**src/rtl/memdep_pkg.sv**
```systemverilog
package memdep_pkg;

    typedef enum logic [1:0] {
        SLOT_FREE  = 2'd0,
        SLOT_WAIT  = 2'd1,
        SLOT_READY = 2'd2
    } slot_state_e;

    typedef struct packed {
        logic ops_rdy;
        logic mem_rdy;
        logic nonspec;
        logic has_dep;
    } wait_flags_t;

    // A speculative waiting entry leaves once both readiness flags hold.
    function automatic logic may_leave_wait(input wait_flags_t f);
        return !f.nonspec && f.ops_rdy && f.mem_rdy;
    endfunction

endpackage

```
**src/rtl/memdep_first_free.sv**
```systemverilog
module memdep_first_free #(
    parameter int N  = 16,
    parameter int IW = $clog2(N)
) (
    input  logic [N-1:0]  busy,
    output logic          found,
    output logic [IW-1:0] idx
);
    always_comb begin
        found = 1'b0;
        idx   = '0;
        for (int i = N - 1; i >= 0; i--) begin
            if (!busy[i]) begin
                found = 1'b1;
                idx   = IW'(i);
            end
        end
    end
endmodule

```
**src/rtl/memdep_oldest_pick.sv**
```systemverilog
module memdep_oldest_pick #(
    parameter int N     = 16,
    parameter int SEQ_W = 16,
    parameter int IW    = $clog2(N)
) (
    input  logic [N-1:0]     req,
    input  logic [SEQ_W-1:0] seq [N],
    output logic             found,
    output logic [IW-1:0]    idx
);
    logic [SEQ_W-1:0] best;

    always_comb begin
        found = 1'b0;
        idx   = '0;
        best  = '0;
        for (int i = 0; i < N; i++) begin
            if (req[i] && (!found || seq[i] < best)) begin
                found = 1'b1;
                idx   = IW'(i);
                best  = seq[i];
            end
        end
    end
endmodule

```
**src/rtl/memdep_store_tab.sv**
```systemverilog
module memdep_store_tab #(
    parameter int STORES = 8,
    parameter int SEQ_W  = 16,
    parameter int SIW    = $clog2(STORES)
) (
    input  logic             clk,
    input  logic             rst,
    input  logic [SEQ_W-1:0] lookup_seq,
    output logic             hit,
    output logic [SIW-1:0]   hit_idx,
    input  logic             alloc_en,
    input  logic [SEQ_W-1:0] alloc_seq,
    output logic [SIW-1:0]   alloc_idx,
    output logic             tab_full,
    input  logic             free_en,
    input  logic [SIW-1:0]   free_idx,
    input  logic             sq_en,
    input  logic [SEQ_W-1:0] sq_seq
);
    logic [STORES-1:0] live_q;
    logic [SEQ_W-1:0]  seq_q [STORES];
    logic              any_free;

    memdep_first_free #(.N(STORES), .IW(SIW)) u_free (
        .busy  (live_q),
        .found (any_free),
        .idx   (alloc_idx)
    );

    assign tab_full = !any_free;

    always_comb begin
        hit     = 1'b0;
        hit_idx = '0;
        for (int i = 0; i < STORES; i++) begin
            if (live_q[i] && lookup_seq != '0 && seq_q[i] == lookup_seq) begin
                hit     = 1'b1;
                hit_idx = SIW'(i);
            end
        end
    end

    always_ff @(posedge clk) begin
        if (rst) begin
            live_q <= '0;
            for (int i = 0; i < STORES; i++) seq_q[i] <= '0;
        end else if (sq_en) begin
            for (int i = 0; i < STORES; i++)
                if (seq_q[i] > sq_seq) live_q[i] <= 1'b0;
        end else begin
            for (int i = 0; i < STORES; i++) begin
                if (alloc_en && alloc_idx == SIW'(i)) begin
                    live_q[i] <= 1'b1;
                    seq_q[i]  <= alloc_seq;
                end else if (free_en && free_idx == SIW'(i)) begin
                    live_q[i] <= 1'b0;
                end
            end
        end
    end
endmodule

```
**src/rtl/memdep_sched.sv**
```systemverilog
module memdep_sched
    import memdep_pkg::*;
#(
    parameter int ENTRIES = 16,
    parameter int STORES  = 8,
    parameter int SEQ_W   = 16,
    parameter int PC_W    = 32,
    parameter int CNT_W   = 16
) (
    input  logic             clk,
    input  logic             rst,
    input  logic             ins_valid,
    input  logic [SEQ_W-1:0] ins_seq,
    input  logic [PC_W-1:0]  ins_pc,
    input  logic             ins_is_store,
    input  logic             ins_ops_ready,
    input  logic             ins_nonspec,
    output logic             full,
    output logic [PC_W-1:0]  pred_lookup_pc,
    input  logic [SEQ_W-1:0] pred_lookup_store,
    output logic             pred_reg_valid,
    output logic [PC_W-1:0]  pred_reg_pc,
    output logic [SEQ_W-1:0] pred_reg_seq,
    input  logic             opr_valid,
    input  logic [SEQ_W-1:0] opr_seq,
    input  logic             rel_valid,
    input  logic [SEQ_W-1:0] rel_seq,
    input  logic             iss_ready,
    output logic             iss_valid,
    output logic [SEQ_W-1:0] iss_seq,
    output logic [PC_W-1:0]  iss_pc,
    output logic             iss_is_store,
    output logic             pred_iss_valid,
    output logic [PC_W-1:0]  pred_iss_pc,
    output logic [SEQ_W-1:0] pred_iss_seq,
    output logic             pred_iss_store,
    input  logic             sq_valid,
    input  logic [SEQ_W-1:0] sq_seq,
    output logic             pred_sq_valid,
    output logic [SEQ_W-1:0] pred_sq_seq,
    input  logic             viol_valid,
    input  logic [PC_W-1:0]  viol_load_pc,
    input  logic [PC_W-1:0]  viol_store_pc,
    output logic             pred_viol_valid,
    output logic [PC_W-1:0]  pred_viol_load_pc,
    output logic [PC_W-1:0]  pred_viol_store_pc,
    output logic [CNT_W-1:0] cnt_ins_loads,
    output logic [CNT_W-1:0] cnt_ins_stores,
    output logic [CNT_W-1:0] cnt_conf_loads,
    output logic [CNT_W-1:0] cnt_conf_stores
);
    localparam int EIW = $clog2(ENTRIES);
    localparam int SIW = $clog2(STORES);

    // Entry storage
    slot_state_e      st_q   [ENTRIES];
    wait_flags_t      flg_q  [ENTRIES];
    logic [SEQ_W-1:0] seq_q  [ENTRIES];
    logic [PC_W-1:0]  pc_q   [ENTRIES];
    logic             isst_q [ENTRIES];
    logic [SIW-1:0]   own_q  [ENTRIES];   // tracker held by a store entry
    logic [SIW-1:0]   dep_q  [ENTRIES];   // tracker of the predicted producer

    logic [ENTRIES-1:0] busy_v, ready_v;
    logic               ent_found, pick_found;
    logic [EIW-1:0]     ent_idx, pick_idx;

    logic               tab_hit, tab_full;
    logic [SIW-1:0]     tab_hit_idx, tab_alloc_idx;

    logic               ins_go, iss_fire, st_fire, dep_ok;
    logic [SIW-1:0]     st_fire_slot;

    always_comb begin
        for (int i = 0; i < ENTRIES; i++) begin
            busy_v[i]  = (st_q[i] != SLOT_FREE);
            ready_v[i] = (st_q[i] == SLOT_READY);
        end
    end

    memdep_first_free #(.N(ENTRIES), .IW(EIW)) u_ent_free (
        .busy  (busy_v),
        .found (ent_found),
        .idx   (ent_idx)
    );

    memdep_oldest_pick #(.N(ENTRIES), .SEQ_W(SEQ_W), .IW(EIW)) u_pick (
        .req   (ready_v),
        .seq   (seq_q),
        .found (pick_found),
        .idx   (pick_idx)
    );

    memdep_store_tab #(.STORES(STORES), .SEQ_W(SEQ_W), .SIW(SIW)) u_stab (
        .clk        (clk),
        .rst        (rst),
        .lookup_seq (pred_lookup_store),
        .hit        (tab_hit),
        .hit_idx    (tab_hit_idx),
        .alloc_en   (pred_reg_valid),
        .alloc_seq  (ins_seq),
        .alloc_idx  (tab_alloc_idx),
        .tab_full   (tab_full),
        .free_en    (st_fire),
        .free_idx   (st_fire_slot),
        .sq_en      (sq_valid),
        .sq_seq     (sq_seq)
    );

    // Edge handshakes and predictor-side forwarding
    assign full           = !ent_found || tab_full || sq_valid;
    assign ins_go         = ins_valid && !full;
    assign iss_valid      = pick_found && !sq_valid;
    assign iss_seq        = seq_q[pick_idx];
    assign iss_pc         = pc_q[pick_idx];
    assign iss_is_store   = isst_q[pick_idx];
    assign iss_fire       = iss_valid && iss_ready;
    assign st_fire        = iss_fire && isst_q[pick_idx];
    assign st_fire_slot   = own_q[pick_idx];

    // A producer that leaves in this very cycle cannot wake a newcomer later.
    assign dep_ok = tab_hit && !ins_nonspec && !(st_fire && tab_hit_idx == st_fire_slot);

    assign pred_lookup_pc     = ins_pc;
    assign pred_reg_valid     = ins_go && ins_is_store;
    assign pred_reg_pc        = ins_pc;
    assign pred_reg_seq       = ins_seq;
    assign pred_iss_valid     = iss_fire;
    assign pred_iss_pc        = iss_pc;
    assign pred_iss_seq       = iss_seq;
    assign pred_iss_store     = iss_is_store;
    assign pred_sq_valid      = sq_valid;
    assign pred_sq_seq        = sq_seq;
    assign pred_viol_valid    = viol_valid;
    assign pred_viol_load_pc  = viol_load_pc;
    assign pred_viol_store_pc = viol_store_pc;

    // Per-entry next state
    always_ff @(posedge clk) begin
        if (rst) begin
            for (int i = 0; i < ENTRIES; i++) begin
                st_q[i]   <= SLOT_FREE;
                flg_q[i]  <= '0;
                seq_q[i]  <= '0;
                pc_q[i]   <= '0;
                isst_q[i] <= 1'b0;
                own_q[i]  <= '0;
                dep_q[i]  <= '0;
            end
        end else if (sq_valid) begin
            for (int i = 0; i < ENTRIES; i++)
                if (st_q[i] != SLOT_FREE && seq_q[i] > sq_seq) st_q[i] <= SLOT_FREE;
        end else begin
            for (int i = 0; i < ENTRIES; i++) begin
                wait_flags_t nf;
                nf = flg_q[i];
                if (ins_go && ent_idx == EIW'(i)) begin
                    seq_q[i]   <= ins_seq;
                    pc_q[i]    <= ins_pc;
                    isst_q[i]  <= ins_is_store;
                    own_q[i]   <= tab_alloc_idx;
                    dep_q[i]   <= tab_hit_idx;
                    nf.ops_rdy = ins_ops_ready;
                    nf.mem_rdy = !dep_ok;
                    nf.nonspec = ins_nonspec;
                    nf.has_dep = dep_ok;
                    flg_q[i]   <= nf;
                    st_q[i]    <= may_leave_wait(nf) ? SLOT_READY : SLOT_WAIT;
                end else if (st_q[i] == SLOT_READY) begin
                    if (iss_fire && pick_idx == EIW'(i)) st_q[i] <= SLOT_FREE;
                end else if (st_q[i] == SLOT_WAIT) begin
                    if (opr_valid && opr_seq == seq_q[i]) nf.ops_rdy = 1'b1;
                    if (st_fire && nf.has_dep && dep_q[i] == st_fire_slot) begin
                        nf.mem_rdy = 1'b1;
                        nf.has_dep = 1'b0;
                    end
                    flg_q[i] <= nf;
                    if (nf.nonspec) begin
                        if (rel_valid && rel_seq == seq_q[i]) st_q[i] <= SLOT_READY;
                    end else if (may_leave_wait(nf)) begin
                        st_q[i] <= SLOT_READY;
                    end
                end
            end
        end
    end

    // Statistics
    always_ff @(posedge clk) begin
        if (rst) begin
            cnt_ins_loads   <= '0;
            cnt_ins_stores  <= '0;
            cnt_conf_loads  <= '0;
            cnt_conf_stores <= '0;
        end else if (ins_go) begin
            if (ins_is_store) begin
                cnt_ins_stores <= cnt_ins_stores + CNT_W'(1);
                if (dep_ok) cnt_conf_stores <= cnt_conf_stores + CNT_W'(1);
            end else begin
                cnt_ins_loads <= cnt_ins_loads + CNT_W'(1);
                if (dep_ok) cnt_conf_loads <= cnt_conf_loads + CNT_W'(1);
            end
        end
    end
endmodule

```
**config.mk**
```make
export PLATFORM = sky130hd
export DESIGN_NAME = memdep_sched
export DESIGN_NICKNAME = d
export VERILOG_FILES = /design/src/rtl/memdep_pkg.sv /design/src/rtl/memdep_first_free.sv /design/src/rtl/memdep_oldest_pick.sv /design/src/rtl/memdep_store_tab.sv /design/src/rtl/memdep_sched.sv
export SDC_FILE = /design/constraint.sdc
export NUM_CORES = 2
export LEC_CHECK = 0
export CORE_UTILIZATION = 45
export CTS_CLUSTER_DIAMETER = 30
export CTS_CLUSTER_SIZE = 10
export DETAILED_ROUTE_END_ITERATION = 16
export PLACE_DENSITY = 0.72
export SLEW_MARGIN = 20
export SYNTH_ARGS = -nofsm -noshare
export SYNTH_HDL_FRONTEND = slang
export SYNTH_SLANG_ARGS = --single-unit
```
**constraint.sdc**
```tcl
create_clock -name clk -period 66.9 [get_ports clk]
set_input_delay 10.035 -clock clk [delete_from_list [all_inputs] [get_ports clk]]
set_output_delay 10.035 -clock clk [all_outputs]
set_load 0.02 [all_outputs]
```
==> impl_metrics.tcl <==
set metrics [dict create \
    synth.largest_area_cell "edfxtp_1" \
    ant_nets 0 \
    yosysTopAreaCellShare_pct 32.9 \
    wl_um 336000 \
    crit_fanout 90 \
    p_sw_mw 1.05 \
    worst_slew_pin_slew_ns 1.23 \
    ys_seq_area_share_pct 41.4 \
    grt_overflow 0 \
    final_layout_size_suffix_gt1_share_pct 8.80 \
    syn_area_per_cell_um2 9.18 \
    clk_pin_slew_ns 0.05 \
    ys_types 111 \
    netlist_top_cells_area "edfxtp_1, ha_1, dfxtp_1" \
    root_buffer "clkbuf_16" \
    ys_seq_elements 1176 \
    cts_hold_buffers 0 \
    post_drt_via_cell_ratio 6.59 \
    hold_class "flop to flop" \
    hold_violations 0 \
    worstSetupPathType "flop to output port" \
    dieArea_um2 173000 \
    cts.repair.resized 0 \
    io_pins 515 \
    synth_nets 9200 \
    fin_tns_setup_ns 0 \
    cp.required_ns 56.87 \
    fin_crit_ns 56.05 \
    post_cts_buffers 0 \
    grt_max_degree 91 \
    ir_worst_vdd_v 0.0000468 \
    cts_buffers 285 \
    swShare_pct 34.4 \
    fin_nets 9302 \
    clock_sinks 1176 \
    slowest_delay_ns 0.97 \
    synth_edf_count 847 \
    fillers 14900 \
    synth_ff_type "edfxtp_1" \
    drtIter0Drc 10600 \
    synth_most_common_cell "nand2_1" \
    synthTopCellsByCount "nand2_1, edfxtp_1, nor2_1, a21oi_1, ha_1" \
    fin_crit_sh_pct 83.8 \
    pwr-share-clk_pct 44.6 \
    maxCapViolations 0 \
    finalMaxSlewViolations 0 \
    clock_path_buffers 4 \
    drc 0 \
    place.gp.congestion 1.04 \
    die_w_um 416 \
    internal_power_mw 2.00 \
    rsz0062_at_grt "false" \
    antenna_found_initial 16 \
    fin_skew_ns 0.0796 \
    status "finished clean" \
    grt_pass1_vias 68800 \
    syn_inst 8416 \
    drt_first_pass_iters 8 \
    slew_headroom_pct 18.2 \
    setup_violations 0 \
    syn_to_final_growth_pct 17.6 \
    crit_start "st_q[0][1]$_DFFE_PP_" \
    die-height_um 416 \
    port_buffers 384 \
    insertion_delay_ns 0.94 \
    hpwl_um 212000 \
    num_vias 72300 \
    total_leakage_power_nw 34.8 \
    synth-async-reset-ratio_pct 0 \
    crit_path_top_delay_cell "buf_4" \
    worst_setup_path_start_kind "flop" \
    stdcell_area_um2 90900 \
    cts_max_level 5 \
    endpoint_kind "output port" \
    critPathArrivalTime_ns 46.02 \
    crit_top_cell "o21ai_0" \
    grt_use_total_pct 37.5 \
    wl_per_cell_um 30.7 \
    grt_pass1_wl_um 475000 \
    pwr_density_cell_nw_per_um2 33.6 \
    max_freq_mhz 17.8 \
    core_area_um2 170000 \
    num_rows 151 \
    yosysWarningCount 0 \
    synthesis.area_um2 77300 \
    power_frac_comb_pct 28.2 \
    cts_tree "yes" \
    worstHoldStart "seq_q[66]$_SDFFE_PP0P_" \
    start_util_pct 45.5 \
    p_seq_share_pct 27.2 \
    reg2reg_from "st_q[0][1]$_DFFE_PP_" \
    detailed_place.area_um2 81500 \
]
==> critical path: cells and delay by family (launching register included) <==
| family | cells | cell delay, ns |
|---|---|---|
| AO/OA/AOI/OAI | 106 | 24.39 |
| adder cells (fa/ha/maj) | 15 | 4.46 |
| buffers and inverters | 21 | 6.00 |
| flip-flops | 1 | 0.40 |
| multiplexers | 5 | 1.95 |
| AND/OR/NAND/NOR | 48 | 7.65 |
==> state kept, by name, summed over array words and instances, names as in the netlist, 16 cells and up <==
| register | count |
|---|---|
| pc_q | 512 |
| dep_q | 48 |
| st_q | 32 |
| own_q | 48 |
| cnt_conf_stores | 16 |
| u_stab.seq_q | 128 |
| cnt_conf_loads | 16 |
| isst_q | 16 |
| cnt_ins_loads | 16 |
| seq_q | 256 |
| cnt_ins_stores | 16 |
| flg_q | 64 |
==> power groups by stage <==
stage	clock network, mW	logic (mW)	registers [mW]
after detailed placement	0	0.830	0.840
after global placement	0	0.823	0.838
after global routing	1.40	0.896	0.829
final	1.36	0.861	0.829
after floorplan	0	0.546	0.834
after CTS	1.36	0.837	0.827
==> per-stage QoR <==
step | power [mW] | hold WS, ns | utilization [%] | cells | setup slack, ns
4_1_cts | 3.02 | 0.460 | 53.4 | 10900 | 11.24
3_3_place_gp | 1.66 | 0.442 | 47.9 | 10400 | 13.01
5_1_grt | 3.12 | 0.487 | 53.4 | 10900 | 7.67
3_5_place_dp | 1.67 | 0.455 | 47.9 | 10400 | 12.30
6_report | 3.05 | 0.477 | 53.5 | 11000 | 10.85
2_1_floorplan | 1.38 | 0.483 | - | 8416 | 19.56
==> metal layers <==
| layer | routed length [um] | track usage [%] | vias up |
|---|---|---|---|
| met1 | 116000 | 44.9 | 34200 |
| met5 | 225 | 0.667 | - |
| met3 | 45700 | 11.0 | 1781 |
| met4 | 32100 | 30.4 | 12 |
| met2 | 142000 | 56.0 | 6055 |
| li1 | - | - | 30300 |
==> cells by family after synthesis <==
family	share of synthesized area [%]
flops	41.4
buf+inv	6.82
xor+xnor	8.25
simple gates	17.4
compound gates	14.4
mux	1.99
fa+ha+maj	9.70
==> layout by cell type, fill, tap and decap left out, types with 38 or more instances in the layout <==
cell and n:
nand2_1 1142, edfxtp_1 847, nor2_1 796, a21oi_1 668
ha_1 597, xnor2_1 452, clkdlybuf4s50_1 380, inv_1 341
dfxtp_1 329, clkbuf_16 290, o21ai_0 288, xor2_1 276
nand4_1 249, a221oi_1 195, buf_4 189, nand3_1 132
mux2i_1 116, nor2b_1 106, nor4_1 105, nand2b_1 98
a21o_1 87, nor3_1 76, o221ai_1 55, o21a_1 51
and3_1 49, o22a_1 49, o31ai_1 44, clkbuf_1 42
or4_1 38
==> final cells by class <==
cell class | count | area, um^2 | share of cell area, %
flip-flops and latches | 1176 | 32000 | 35.2
repair buffers | 574 | 5260 | 5.79
clock buffers | 353 | 7700 | 8.47
inverters | 353 | 1330 | 1.46
diodes | 18 | 45.0 | 0.0495
clock inverters | 141 | 1630 | 1.79
multi-input cells | 6128 | 40100 | 44.2
well taps | 2218 | 2780 | 3.05
==> worst paths after layout <==
| check | endpoint | slack (ns) | cells past startpoint |
|---|---|---|---|
| worst min register to register | seq_q[66]$_SDFFE_PP0P_ | 0.48 | 2 |
| worst min-delay path | seq_q[66]$_SDFFE_PP0P_ | 0.48 | 2 |
| worst max register to register | st_q[0][14]$_SDFFCE_PP0P_ | 20.65 | 199 |
| worst max-delay path | iss_pc[26] | 10.85 | 195 |
No activity file was read; power rests on OpenSTA's default activity.
